[config.mk]
export PLATFORM = sky130hd
export DESIGN_NAME = page_write_seq
export DESIGN_NICKNAME = d
export VERILOG_FILES = /design/src/rtl/pws_pkg.sv /design/src/rtl/pws_page_buf.sv /design/src/rtl/pws_addr_ctr.sv /design/src/rtl/pws_prog_timer.sv /design/src/rtl/page_write_seq.sv
export SDC_FILE = /design/constraint.sdc
export NUM_CORES = 1
export LEC_CHECK = 0
export CORE_MARGIN = 3
export CORE_UTILIZATION = 50
export DETAILED_ROUTE_END_ITERATION = 6
export DONT_BUFFER_PORTS = 1
export PLACE_DENSITY = 0.62
export RECOVER_POWER = 25
export SYNTH_ARGS = -nofsm -noshare
export SYNTH_HDL_FRONTEND = slang
export SYNTH_SLANG_ARGS = --single-unit
export TNS_END_PERCENT = 100
[constraint.sdc]
create_clock -name clk -period 12.5 [get_ports clk]
set_input_delay 2.5 -clock clk [delete_from_list [all_inputs] [get_ports clk]]
set_output_delay 2.5 -clock clk [all_outputs]
set_load 0.1 [all_outputs]
[src/rtl/pws_pkg.sv]
package pws_pkg;

   typedef enum logic [1:0] {
      PH_IDLE = 2'd0,
      PH_FILL = 2'd1,
      PH_CFG  = 2'd2
   } phase_t;

   function automatic int unsigned addr_bits(input int unsigned kbit);
      return $clog2(kbit * 1024 / 8);
   endfunction

endpackage

[src/rtl/pws_page_buf.sv]
module pws_page_buf #(
   parameter int unsigned PAGE_BYTES = 32,
   parameter int unsigned DATA_W     = 8,
   localparam int unsigned OFS_W     = $clog2(PAGE_BYTES)
) (
   input  logic                           clk,
   input  logic                           rst_n,
   input  logic                           clr,
   input  logic                           wr_en,
   input  logic [OFS_W-1:0]               wr_ofs,
   input  logic [DATA_W-1:0]              wr_data,
   output logic [PAGE_BYTES-1:0]          mask,
   output logic [PAGE_BYTES*DATA_W-1:0]   data
);

   logic [PAGE_BYTES-1:0] lane_we;

   for (genvar i = 0; i < PAGE_BYTES; i++) begin : g_dec
      assign lane_we[i] = wr_en && (wr_ofs == OFS_W'(i));
   end

   always_ff @(posedge clk or negedge rst_n) begin
      if (!rst_n) begin
         mask <= '0;
      end else if (clr) begin
         mask <= '0;
      end else begin
         mask <= mask | lane_we;
      end
   end

   always_ff @(posedge clk) begin
      for (int i = 0; i < PAGE_BYTES; i++) begin
         if (lane_we[i]) begin
            data[i*DATA_W +: DATA_W] <= wr_data;
         end
      end
   end

endmodule

[src/rtl/pws_addr_ctr.sv]
module pws_addr_ctr #(
   parameter int unsigned ADDR_W = 11,
   parameter int unsigned OFS_W  = 5
) (
   input  logic              clk,
   input  logic              rst_n,
   input  logic              load,
   input  logic [ADDR_W-1:0] load_val,
   input  logic              step_page,
   input  logic              step_lin,
   output logic [ADDR_W-1:0] addr
);

   always_ff @(posedge clk or negedge rst_n) begin
      if (!rst_n) begin
         addr <= '0;
      end else if (load) begin
         addr <= load_val;
      end else if (step_page) begin
         addr[OFS_W-1:0] <= addr[OFS_W-1:0] + 1'b1;
      end else if (step_lin) begin
         addr <= addr + 1'b1;
      end
   end

endmodule

[src/rtl/pws_prog_timer.sv]
module pws_prog_timer #(
   parameter int unsigned PROG_CYCLES = 500000,
   localparam int unsigned CNT_W      = (PROG_CYCLES > 2) ? $clog2(PROG_CYCLES) : 1
) (
   input  logic clk,
   input  logic rst_n,
   input  logic start,
   output logic busy
);

   if (PROG_CYCLES == 1) begin : g_single
      always_ff @(posedge clk or negedge rst_n) begin
         if (!rst_n) busy <= 1'b0;
         else        busy <= start;
      end
   end else begin : g_count
      logic [CNT_W-1:0] cnt;
      always_ff @(posedge clk or negedge rst_n) begin
         if (!rst_n) begin
            busy <= 1'b0;
            cnt  <= '0;
         end else if (start && !busy) begin
            busy <= 1'b1;
            cnt  <= CNT_W'(PROG_CYCLES - 1);
         end else if (busy) begin
            if (cnt == '0) busy <= 1'b0;
            else           cnt  <= cnt - 1'b1;
         end
      end
   end

endmodule

[src/rtl/page_write_seq.sv]
module page_write_seq
   import pws_pkg::*;
#(
   parameter int unsigned DENSITY_KBIT = 16,
   parameter int unsigned PAGE_BYTES   = 32,
   parameter int unsigned DATA_W       = 8,
   parameter int unsigned PROG_CYCLES  = 500000,
   localparam int unsigned ADDR_W      = addr_bits(DENSITY_KBIT),
   localparam int unsigned OFS_W       = $clog2(PAGE_BYTES),
   localparam int unsigned PAGE_W      = ADDR_W - OFS_W
) (
   input  logic                           clk,
   input  logic                           rst_n,
   input  logic                           addr_load,
   input  logic [7:0]                     addr_hi,
   input  logic [7:0]                     addr_lo,
   input  logic                           data_valid,
   input  logic [DATA_W-1:0]              data_in,
   input  logic                           rd_advance,
   input  logic                           bus_stop,
   input  logic                           bus_abort,
   output logic                           busy,
   output logic                           cfg_sel,
   output logic [ADDR_W-1:0]              cur_addr,
   output logic                           prog_stb,
   output logic [PAGE_W-1:0]              prog_page,
   output logic [PAGE_BYTES-1:0]          prog_mask,
   output logic [PAGE_BYTES*DATA_W-1:0]   prog_data
);

   initial begin : p_param_chk
      assert (DENSITY_KBIT == 16 || DENSITY_KBIT == 32 ||
              DENSITY_KBIT == 64 || DENSITY_KBIT == 128)
         else $error("DENSITY_KBIT must be 16, 32, 64 or 128");
      assert (PAGE_BYTES == 32)
         else $error("PAGE_BYTES must be 32");
      assert (DATA_W == 8)
         else $error("DATA_W must be 8");
      assert (PROG_CYCLES >= 1)
         else $error("PROG_CYCLES must be at least 1");
   end

   phase_t                         phase;
   logic [15:0]                    word_addr;
   logic                           unused_hi;
   logic                           lo_go, wr_go, rd_go, stop_go, abort_go;
   logic                           commit, clr_buf;
   logic [PAGE_BYTES-1:0]          buf_mask;
   logic [PAGE_BYTES*DATA_W-1:0]   buf_data;

   assign word_addr = {addr_hi, addr_lo};
   assign unused_hi = ^word_addr[14:ADDR_W];

   // Input qualification: nothing is taken while programming runs.
   assign lo_go    = !busy && addr_load;
   assign stop_go  = !busy && !addr_load && bus_stop;
   assign abort_go = !busy && !addr_load && !bus_stop && bus_abort;
   assign wr_go    = !busy && !addr_load && !bus_stop && !bus_abort &&
                     data_valid && (phase == PH_FILL);
   assign rd_go    = !busy && !addr_load && !data_valid && rd_advance;
   assign commit   = stop_go && (phase == PH_FILL) && (buf_mask != '0);
   assign clr_buf  = lo_go || stop_go || abort_go;

   always_ff @(posedge clk or negedge rst_n) begin
      if (!rst_n) begin
         phase   <= PH_IDLE;
         cfg_sel <= 1'b0;
      end else if (lo_go) begin
         phase   <= addr_hi[7] ? PH_CFG : PH_FILL;
         cfg_sel <= addr_hi[7];
      end else if (stop_go || abort_go) begin
         phase   <= PH_IDLE;
      end
   end

   pws_addr_ctr #(.ADDR_W(ADDR_W), .OFS_W(OFS_W)) u_addr (
      .clk       (clk),
      .rst_n     (rst_n),
      .load      (lo_go),
      .load_val  (word_addr[ADDR_W-1:0]),
      .step_page (wr_go),
      .step_lin  (rd_go),
      .addr      (cur_addr)
   );

   pws_page_buf #(.PAGE_BYTES(PAGE_BYTES), .DATA_W(DATA_W)) u_buf (
      .clk     (clk),
      .rst_n   (rst_n),
      .clr     (clr_buf),
      .wr_en   (wr_go),
      .wr_ofs  (cur_addr[OFS_W-1:0]),
      .wr_data (data_in),
      .mask    (buf_mask),
      .data    (buf_data)
   );

   pws_prog_timer #(.PROG_CYCLES(PROG_CYCLES)) u_tmr (
      .clk   (clk),
      .rst_n (rst_n),
      .start (commit),
      .busy  (busy)
   );

   always_ff @(posedge clk or negedge rst_n) begin
      if (!rst_n) begin
         prog_stb  <= 1'b0;
         prog_page <= '0;
         prog_mask <= '0;
      end else begin
         prog_stb <= commit;
         if (commit) begin
            prog_page <= cur_addr[ADDR_W-1:OFS_W];
            prog_mask <= buf_mask;
         end
      end
   end

   always_ff @(posedge clk) begin
      if (commit) prog_data <= buf_data;
   end

endmodule

==> impl_metrics.yaml <==
logic_synthesis:
  ys_seq_area_share_pct: 89.3
  synth_fp_nets: 1048
  yosys_register_bits: 617
  netlist_area_um2: 20200
  syn-mean-instance-area_um2: 20.0
  ys_warn_count: 0
  ys_types: 54
  postSynthCellCount: 1009
worst_setup_path:
  ff2ff_path_depth: 7
  timing_worst_setup_path_type: "input port to register"
  reg2reg_slack_ns: 8.01
  worstPathArrival_ns: 5.90
  reg2reg_from: "u_tmr.busy"
  startpoint_type: "input port"
  crit_fanout: 150
  worst_setup_path_end_kind: "register"
  r2r-end: "prog_data[130]"
  cp.required_ns: 12.71
sta:
  fin_hold_ws_ns: 0.409
  layout_min_cycle_time_ns: 5.69
  min_period_over_period_pct: 45.5
  rsz0062_at_grt: "no"
  drv_slew: 0
  setup_violations: 0
  fmax_ghz: 0.176
  setup_slack_ns: 6.81
  tightest_slew_ns: 1.09
  tns_ns: 0
  fin_skew_ns: 0.0200
  slew_headroom_pct: 27.1
  timing.final.hold_violations: 0
detailed_routing:
  wl_per_cell_um: 25.7
  routed_wl_mm: 41.7
  firstDrtPassIters: 5
  post-route-drc-count: 0
  drtIter0Drc: 752
  antenna_left: 0
  vias: 8862
  viasPerCell: 5.47
job:
  maxCapViolations: 0
cts:
  cts_buffer_depth: 3
  cts_max_level: 2
  cts_resized: 0
  cts_tree: "yes"
  clk_latency_ns: 0.60
  cts.clk_slew.worst_paths_ns: 0.06
  post_cts_buffers: 0
  hold_buffers: 0
  cts_buffers: 58
  root_buffer: "clkbuf_16"
  cts.sinks: 617
pwr:
  p_per_area_nw_per_um2: 175
  leakagePower_nw: 7.92
  total_power_mw: 3.98
  peakVddDrop_v: 0.000121
die:
  dieArea_um2: 42800
  rows: 72
  initial_core_util_pct: 51.3
  die_h_um: 207
  die_w_um: 207
  core_area_um2: 39300
  ioPinCount: 339
finish:
  stdcell_count: 1621
  fin_area_um2: 22700
  final_util_pct: 57.8
  final_nets: 1092
  layout-drive-gt1-share_pct: 10.2
  area_growth_pct: 12.5
hold_path:
  min_delay_path_depth: 0
  hp-start: "u_buf.data[241]"
  min_to: "prog_data[241]"
  hold_path.class: "register to register"
place:
  port_buffers: 0
  place_area_um2: 20800
  place_congestion: 0.768
  placedCellCount: 1511
  place_ws_ns: 6.10
  dp_hpwl_mm: 25.4
global_routing:
  grt_pass1_vias: 8837
  antenna_found_initial: 0
  grt_use_total_pct: 19.4
  grt_max_degree: 151
  grt_first_pass_wirelength_mm: 60.5
  gr-total-overflow: 0
status:
  status: "complete, no violations"
cell type report:
class / instances / area [um^2]
Sequential cell: 617 / 18000
Fill cell: 2922 / 16600
Multi-Input combinational cell: 358 / 2020
Clock buffer: 74 / 1580
Tap cell: 518 / 648
Clock inverter: 35 / 323
Timing Repair Buffer: 9 / 67.6
Inverter: 9 / 41.3
Antenna cell: 1 / 2.50
synthesized netlist by cell type (all sizes together):
cell	number	share of area (%)
nor4	10	0.31
buf	5	0.14
o41ai	1	0.043
and2	11	0.34
a221o	1	0.050
a21oi	17	0.42
o311ai	2	0.087
or2	3	0.093
and4bb	2	0.12
o31ai	6	0.29
xor2	1	0.043
nor2b	3	0.093
or4	4	0.17
nor3	7	0.20
or3	8	0.27
nor2	12	0.22
and3	29	0.90
dfrtp	105	13
a21o	1	0.037
nand3b	2	0.074
edfxtp	512	76
a311oi	1	0.043
inv	9	0.17
nand2b	3	0.093
o2111ai	1	0.043
nand3	12	0.30
a31oi	3	0.12
o22ai	3	0.093
a21bo	1	0.050
a22o	1	0.043
nand4	3	0.093
and4b	1	0.050
xnor2	2	0.087
o21ai	15	0.39
nor4b	2	0.15
ha	8	0.50
o21a	33	1.2
nand2	140	2.6
or4b	1	0.050
clkbuf	20	0.38
o211ai	8	0.32
power by group:
part           total, mW  switching [mW]  internal, mW
Combinational     0.0252          0.0193       0.00587
Sequential          2.23          0.0152          2.22
Clock               1.72           0.723         0.999
Total               3.98           0.757          3.22
critical path: stages:
cell	delay, ns
nor4b_2	0.28
o211ai_1	0.14
buf_4	0.33
inv_8	0.71
buf_4	0.89
buf_4	0.85
cell families (layout without fill, tap and decap cells):
| logic type | after synthesis | count (layout) | synth area share, % |
|---|---|---|---|
| adder cells (fa/ha/maj) | 8 | 8 | 0.496 |
| buffers and inverters | 34 | 127 | 0.689 |
| AO/OA/AOI/OAI | 94 | 94 | 3.27 |
| AND/OR/NAND/NOR | 253 | 253 | 6.14 |
| flip-flops | 617 | 617 | 89.3 |
| other | 0 | 1 | 0 |
| XOR/XNOR | 3 | 3 | 0.130 |
placed cells by master, fill, tap and decap left out, types with 3 or more instances in the layout:
cell,count
clkbuf_16,59
nand3_1,12
nand4_1,3
or4_1,3
nor2_1,12
buf_4,9
o31ai_1,5
clkbuf_1,10
o22ai_1,3
nor3_1,6
clkinv_1,12
nor2b_1,3
nand2b_1,3
clkbuf_8,5
a21oi_1,17
o21ai_0,13
nand2_1,140
and3_1,29
edfxtp_1,512
or2_2,3
dfrtp_1,105
and2_1,10
nor4_1,10
bufinv_16,5
o21a_1,33
o211ai_1,7
ha_1,8
clkinv_2,12
or3_1,7
inv_1,8
state kept, by name (all words and copies together), names as in the netlist:
signal and flops:
cfg_sel 1, phase 2, prog_data 256, prog_mask 32, prog_page 6, prog_stb 1
u_addr.addr 11, u_buf.data 256, u_buf.mask 32, u_tmr.busy 1, u_tmr.g_count.cnt 19
routing by layer:
layer	track usage (%)	wire length (um)
met5	0	0
met3	6.07	3500
met4	4.91	798
met2	30.7	20000
met1	27.0	17300
how the worst max path moves through the flow:
stage / startpoint / to / slack [ns]
detailed placement: addr_load / prog_data[1] / 6.10
floorplan: addr_load / prog_stb / 1.33
finish: addr_load / prog_data[130] / 6.81
global route: addr_load / prog_data[227] / 6.45
global placement: addr_load / prog_data[5] / 6.22
CTS: addr_load / prog_data[139] / 6.73
Power figures use the tool's default switching activity.
